--- src/rtl/smb_pkg.sv ---
package smb_pkg;

    localparam int BYTE_W = 8;

    typedef enum logic [2:0] {
        S_IDLE,
        S_ADDR,
        S_CMD,
        S_COUNT,
        S_WDATA,
        S_RDATA,
        S_IGNORE
    } smb_state_e;

endpackage

--- src/rtl/smb_line_sense.sv ---
module smb_line_sense (
    input  logic clk,
    input  logic rst_n,
    input  logic scl_i,
    input  logic sda_i,
    output logic sda_o,
    output logic scl_rise_o,
    output logic scl_fall_o,
    output logic start_o,
    output logic stop_o
);

    typedef struct packed {
        logic [1:0] scl_sync;
        logic [1:0] sda_sync;
        logic       scl_prev;
        logic       sda_prev;
    } sense_s;

    sense_s q, d;

    always_comb begin
        d          = q;
        d.scl_sync = {q.scl_sync[0], scl_i};
        d.sda_sync = {q.sda_sync[0], sda_i};
        d.scl_prev = q.scl_sync[1];
        d.sda_prev = q.sda_sync[1];
    end

    always_ff @(posedge clk or negedge rst_n) begin
        if (!rst_n) q <= '1;
        else        q <= d;
    end

    assign sda_o      = q.sda_sync[1];
    assign scl_rise_o = q.scl_sync[1] & ~q.scl_prev;
    assign scl_fall_o = ~q.scl_sync[1] & q.scl_prev;
    // a data edge while the clock stays high marks a bus condition
    assign start_o    = q.scl_sync[1] & q.scl_prev & q.sda_prev & ~q.sda_sync[1];
    assign stop_o     = q.scl_sync[1] & q.scl_prev & ~q.sda_prev & q.sda_sync[1];

endmodule

--- src/rtl/smb_slave_core.sv ---
module smb_slave_core
    import smb_pkg::*;
#(
    parameter logic [6:0] SLAVE_ADDR = 7'h69,
    parameter int         NUM_REGS   = 16,
    parameter int         IDX_W      = $clog2(NUM_REGS)
) (
    input  logic              clk,
    input  logic              rst_n,
    input  logic              sda_i,
    input  logic              scl_rise_i,
    input  logic              scl_fall_i,
    input  logic              start_i,
    input  logic              stop_i,
    input  logic [BYTE_W-1:0] reg_rdata_i,
    output logic              sda_oe_o,
    output logic [IDX_W-1:0]  reg_addr_o,
    output logic              reg_wr_o,
    output logic [BYTE_W-1:0] reg_wdata_o
);

    localparam logic [BYTE_W-1:0] COUNT_BYTE = BYTE_W'(NUM_REGS);
    localparam logic [3:0]        LAST_BIT   = 4'd8;
    localparam logic [3:0]        ACK_SLOT   = 4'd9;

    typedef struct packed {
        smb_state_e        state;
        smb_state_e        nxt;
        logic [3:0]        cnt;
        logic [BYTE_W-1:0] shift;
        logic [BYTE_W-1:0] tx;
        logic [IDX_W-1:0]  idx;
        logic              blk;
        logic              first;
        logic              nack;
        logic [BYTE_W-1:0] remain;
        logic              oe;
        logic              wr;
        logic [BYTE_W-1:0] wdata;
    } core_s;

    core_s q, d;

    function automatic core_s load_byte(core_s s, logic [BYTE_W-1:0] rd);
        core_s r = s;
        if (s.blk && s.first) begin
            r.tx    = COUNT_BYTE;
            r.first = 1'b0;
        end else begin
            r.tx  = rd;
            r.idx = s.idx + 1'b1;
        end
        r.oe    = ~r.tx[BYTE_W-1];
        r.cnt   = '0;
        r.nack  = 1'b0;
        r.state = S_RDATA;
        return r;
    endfunction

    always_comb begin
        d    = q;
        d.wr = 1'b0;
        if (q.wr) d.idx = q.idx + 1'b1;

        if (stop_i) begin
            d.state = S_IDLE;
            d.oe    = 1'b0;
            d.cnt   = '0;
        end else if (start_i) begin
            d.state = S_ADDR;
            d.oe    = 1'b0;
            d.cnt   = '0;
        end else if (q.state == S_RDATA) begin
            if (scl_rise_i) begin
                if (q.cnt < LAST_BIT)      d.cnt  = q.cnt + 4'd1;
                else if (q.cnt == ACK_SLOT) d.nack = sda_i;
            end
            if (scl_fall_i) begin
                if (q.cnt == LAST_BIT) begin
                    d.oe  = 1'b0;
                    d.cnt = ACK_SLOT;
                end else if (q.cnt == ACK_SLOT) begin
                    if (q.nack) begin
                        d.state = S_IGNORE;
                        d.oe    = 1'b0;
                    end else begin
                        d = load_byte(d, reg_rdata_i);
                    end
                end else begin
                    d.tx = {q.tx[BYTE_W-2:0], 1'b0};
                    d.oe = ~q.tx[BYTE_W-2];
                end
            end
        end else if (q.state inside {S_ADDR, S_CMD, S_COUNT, S_WDATA}) begin
            if (scl_rise_i && q.cnt < LAST_BIT) begin
                d.shift = {q.shift[BYTE_W-2:0], sda_i};
                d.cnt   = q.cnt + 4'd1;
            end
            if (scl_fall_i && q.cnt == LAST_BIT) begin
                d.cnt = ACK_SLOT;
                case (q.state)
                    S_ADDR: begin
                        if (q.shift[7:1] == SLAVE_ADDR) begin
                            d.oe    = 1'b1;
                            d.first = 1'b1;
                            d.nxt   = q.shift[0] ? S_RDATA : S_CMD;
                        end else begin
                            d.state = S_IGNORE;
                            d.cnt   = '0;
                        end
                    end
                    S_CMD: begin
                        d.oe  = 1'b1;
                        d.blk = ~q.shift[7];
                        d.idx = q.shift[7] ? q.shift[IDX_W-1:0] : '0;
                        d.nxt = q.shift[7] ? S_WDATA : S_COUNT;
                    end
                    S_COUNT: begin
                        d.oe     = 1'b1;
                        d.remain = q.shift;
                        d.nxt    = S_WDATA;
                    end
                    default: begin
                        if (!q.blk || q.remain != '0) begin
                            d.oe     = 1'b1;
                            d.wr     = 1'b1;
                            d.wdata  = q.shift;
                            d.remain = q.blk ? q.remain - 1'b1 : q.remain;
                            d.nxt    = S_WDATA;
                        end else begin
                            d.state = S_IGNORE;
                            d.cnt   = '0;
                        end
                    end
                endcase
            end else if (scl_fall_i && q.cnt == ACK_SLOT) begin
                d.oe    = 1'b0;
                d.cnt   = '0;
                d.state = q.nxt;
                if (q.nxt == S_RDATA) d = load_byte(d, reg_rdata_i);
            end
        end
    end

    always_ff @(posedge clk or negedge rst_n) begin
        if (!rst_n) q <= '0;
        else        q <= d;
    end

    assign sda_oe_o    = q.oe;
    assign reg_addr_o  = q.idx;
    assign reg_wr_o    = q.wr;
    assign reg_wdata_o = q.wdata;

endmodule

--- src/rtl/smb_reg_slave.sv ---
module smb_reg_slave
    import smb_pkg::*;
#(
    parameter logic [6:0] SLAVE_ADDR = 7'h69,
    parameter int         NUM_REGS   = 16,
    localparam int        IDX_W      = $clog2(NUM_REGS)
) (
    input  logic              clk,
    input  logic              rst_n,
    input  logic              scl_i,
    input  logic              sda_i,
    output logic              sda_oe_o,
    output logic [IDX_W-1:0]  reg_addr_o,
    output logic              reg_wr_o,
    output logic [BYTE_W-1:0] reg_wdata_o,
    input  logic [BYTE_W-1:0] reg_rdata_i
);

    logic sda_w, rise_w, fall_w, start_w, stop_w;

    smb_line_sense sense_i (
        .clk        (clk),
        .rst_n      (rst_n),
        .scl_i      (scl_i),
        .sda_i      (sda_i),
        .sda_o      (sda_w),
        .scl_rise_o (rise_w),
        .scl_fall_o (fall_w),
        .start_o    (start_w),
        .stop_o     (stop_w)
    );

    smb_slave_core #(
        .SLAVE_ADDR (SLAVE_ADDR),
        .NUM_REGS   (NUM_REGS),
        .IDX_W      (IDX_W)
    ) core_i (
        .clk         (clk),
        .rst_n       (rst_n),
        .sda_i       (sda_w),
        .scl_rise_i  (rise_w),
        .scl_fall_i  (fall_w),
        .start_i     (start_w),
        .stop_i      (stop_w),
        .reg_rdata_i (reg_rdata_i),
        .sda_oe_o    (sda_oe_o),
        .reg_addr_o  (reg_addr_o),
        .reg_wr_o    (reg_wr_o),
        .reg_wdata_o (reg_wdata_o)
    );

endmodule

--- config.mk ---
export PLATFORM = sky130hd
export DESIGN_NAME = smb_reg_slave
export DESIGN_NICKNAME = d
export VERILOG_FILES = /design/src/rtl/smb_pkg.sv /design/src/rtl/smb_line_sense.sv /design/src/rtl/smb_slave_core.sv /design/src/rtl/smb_reg_slave.sv
export SDC_FILE = /design/constraint.sdc
export NUM_CORES = 1
export LEC_CHECK = 0
export BUFFER_PORTS_ARGS = -buffer_cell sky130_fd_sc_hd__buf_2
export CORE_UTILIZATION = 40
export DETAILED_ROUTE_END_ITERATION = 10
export GPL_ROUTABILITY_DRIVEN = 0
export SKIP_LAST_GASP = 1
export SYNTH_ARGS = -nofsm -noshare
export SYNTH_HDL_FRONTEND = slang
export SYNTH_SLANG_ARGS = --single-unit
--- constraint.sdc ---
create_clock -name clk -period 2.45 [get_ports clk]
set_input_delay 0.49 -clock clk [delete_from_list [all_inputs] [get_ports clk]]
set_output_delay 0.49 -clock clk [all_outputs]
set_load 0.02 [all_outputs]
==> metrics.md <==
| Metric | Value |
|---|---|
| Status | `finished clean` |
| Arrival @ worst endpoint | `2600 ps` |
| Slew Viols, Final | `0` |
| Commonest non-fill, non-tap cell in the layout | `nand2_1` |
| Min setup slack post-route | `78.62 ps` |
| H-tree levels | `2` |
| PD cells | `808.7 mW/mm2` |
| Simple-gate share of the synthesized area | `22.04%` |
| Synth Flop Type | `dfrtp_1` |
| CTS tree | `yes` |
| Maximum vdd ir drop | `0.2893 mV` |
| Sink Count | `56` |
| Core area | `0.007888 mm2` |
| Final Hold Viols | `0` |
| Pre-antenna DRT Iters | `5` |
| Post-synthesis compound-gate area fraction | `20.95%` |
| Drt drc | `0` |
| Portion of netlist area occupied by mux cells | `4.243%` |
| Layout cell share with drive strength beyond 1 | `20.70%` |
| Clk_skew | `11.28 ps` |
| Xor-xnor portion of the synthesized cell area | `2.103%` |
| Fraction of registers with async set/reset | `100.0%` |
| Starting Density | `42.24%` |
| Critical Path Source Type | `flip-flop` |
| Commonest non-fill, non-tap cells in the layout | `53 x nand2_1, 50 x dfrtp_1, 34 x o21ai_0` |
| Largest family of logic cells by synthesized area | `simple AND/OR/NAND/NOR gates` |
| IO Count | `26` |
| Lkg Pwr | `1.660 nW` |
| Mapped cell area | `0.003332 mm2` |
| Root Buffer Master | `clkbuf_8` |
| PortBufs | `25` |
| Fill count | `753` |
| Initial antenna violation count | `0` |
| Hold WC Path Type | `in2async` |
| Endpoint type of the worst setup path | `flip-flop` |
| Routed len/inst | `16.26 um` |
| Mean Syn Cell Area | `8.933 um2` |
| Site Rows | `32` |
| Max-slew headroom | `55.84%` |
| Crit path time final | `2371 ps` |
| Number of flops mapped to enable cells by yosys | `0` |
| Worst skew pair latency | `320 ps` |
| CTS max path bufs | `2` |
| # Max-Cap Violations | `0` |
| Post-place setup slack | `28.65 ps` |
| Diodes inserted | `0` |
| Register clock-pin slew on the reported worst setup and hold paths | `110 ps` |
| Inserted Clock Buffers | `5` |
| Hold WS | `82.46 ps` |
| Chip width | `93.27 um` |
| Seq. cell area | `0.001409 mm2` |
| RR Endpoint | `core_i.reg_addr_o[0]` |
| Layout Nets | `419` |
| Yosys reg bits | `56` |
| CP Data Required Time | `2680 ps` |
| RSZ-0062 raised after global routing | `no` |
| Vias in the first global route | `2638` |
| DR iter-0 viols | `420` |
| Mapped Nets | `392` |
| Area of the die | `0.008699 mm2` |
| Routed Antenna Nets | `0` |
| Netlist cell types | `59` |
| Post-Route Utilization | `47.03%` |
| Footprint of the multi-input gates | `0.001745 mm2` |
| Final Setup Violations | `0` |
| Yosys Warn Count | `0` |
| WL final | `8.177 mm` |
| Tot GR Track Use | `19.45%` |
| Syn Inst Count | `373` |
| Largest net degree at the start of global routing | `25` |
| Kind of critical path | `reg2reg` |
| R2R setup slack | `80 ps` |
| Area Growth Syn to Fin | `11.34%` |
| Seq/Total Area, Yosys | `42.28%` |
| Via/cell ratio | `5.781` |
| Congestion Overflow GR | `0` |
| Fin Setup TNS | `0 ps` |
| Post-synthesis adder-cell area fraction | `2.629%` |
| First-pass GRT wire length | `13.28 mm` |
| Worst Path Max Fanout | `6` |
| Chip Height | `93.27 um` |
| Top achievable clock speed | `421.7 MHz` |
| Reg-to-Reg Start | `core_i.q[42]` |
| Via Count | `2908` |
| FF-to-FF path depth | `8` |
| Slew @ Worst Pin | `657.4 ps` |
| Final period utilization | `96.79%` |
| Hpwl dp | `5.981 mm` |
[repair_timing]
item | CTS | global route
resized for setup | 0 | 4
hold buffers | 0 | 0
setup endpoints to repair | 0 | 9
setup buffers | 0 | 1
[worst max-delay path, stage by stage (launching register included)]
cell and delay, ps:
dfrtp_1 440, inv_1 100, ha_2 240, nand4b_1 190, or2_4 300, or4_4 430
and2_1 200, o32a_1 280, o21ai_0 100
[kinds of logic (layout without fill, tap and decap cells)]
kind of cell	count (synthesis)	after routing
fa+ha+maj	7	7
buf+inv	38	66
compound gates	110	110
xor+xnor	8	8
flops	56	56
simple gates	141	141
mux	13	13
[cell usage after synthesis, drive strengths merged (3+ instances only)]
master / number / share of area [%]
nand2: 54 / 6.1
dfrtp: 50 / 38
o21ai: 37 / 5.6
nor2: 29 / 3.3
a21oi: 23 / 3.6
buf: 15 / 3.2
clkbuf: 12 / 1.4
inv: 11 / 1.2
a22oi: 9 / 2.0
mux2: 9 / 3.0
nand3: 8 / 1.2
nor3: 8 / 1.2
ha: 7 / 2.6
dfstp: 6 / 4.7
nor4: 6 / 1.8
a32oi: 5 / 1.3
and2: 5 / 0.94
xor2: 5 / 1.3
a211oi: 4 / 0.90
a31oi: 4 / 0.75
mux2i: 4 / 1.2
nand4: 4 / 0.75
nor3b: 4 / 1.1
o22ai: 4 / 0.75
or3: 4 / 0.75
and3: 3 / 0.56
nand3b: 3 / 0.68
nor2b: 3 / 0.56
o211ai: 3 / 0.68
o21a: 3 / 0.68
o221ai: 3 / 0.79
xnor2: 3 / 0.79
[how the worst max path moves through the flow]
stage	to	cells past startpoint	from	slack, ps
finish	core_i.reg_addr_o[0]	8	core_i.q[42]	80
global route	core_i.reg_addr_o[0]	8	core_i.q[42]	20
CTS	core_i.q[31]	8	core_i.q[42]	10
detailed placement	core_i.q[29]	8	core_i.q[42]	30
global placement	core_i.reg_addr_o[0]	8	core_i.q[42]	60
floorplan	core_i.reg_addr_o[0]	8	core_i.q[42]	350
[registers in the layout, indices dropped and copies added, names as in the netlist]
register	cells
core_i.reg_wr_o	1
sense_i.sda_o	1
core_i.reg_wdata_o	8
sense_i.q	2
core_i.q	36
core_i.sda_oe_o	1
sense_i.d	3
core_i.reg_addr_o	4
[power by group]
part	total, mW	switching, mW	internal (mW)
combinational	1.14	0.644	0.494
sequential	1.31	0.220	1.09
clock	0.551	0.318	0.232
[stage by stage]
stage          power [mW]  std cells  area [um2]
6_report            3.000        503        3710
5_1_grt             3.214        503        3710
4_1_cts             3.001        502        3689
3_5_place_dp        2.447        494        3592
3_3_place_gp        2.427        494        3592
2_1_floorplan       2.073        373        3332
[final cells by class]
cell class                 count  area share, %
clock buffer                   6          2.226
clock inverter                 2         0.3710
inverter                      11          1.113
multi-input combinational    279          47.05
sequential                    56          37.98
tap                          102          3.440
timing repair buffer          47          7.825
[metal layers]
layer | up-vias | wire (um) | GRT usage, % | share of wire (%)
met5 | - | 0 | 0 | 0
met4 | 0 | 133 | 6.154 | 1.6
met3 | 13 | 499 | 3.252 | 6.1
met2 | 108 | 3625 | 29.96 | 44
met1 | 1387 | 3918 | 27.74 | 48
li1 | 1400 | - | - | -
No activity file was read; power rests on OpenSTA's default activity.
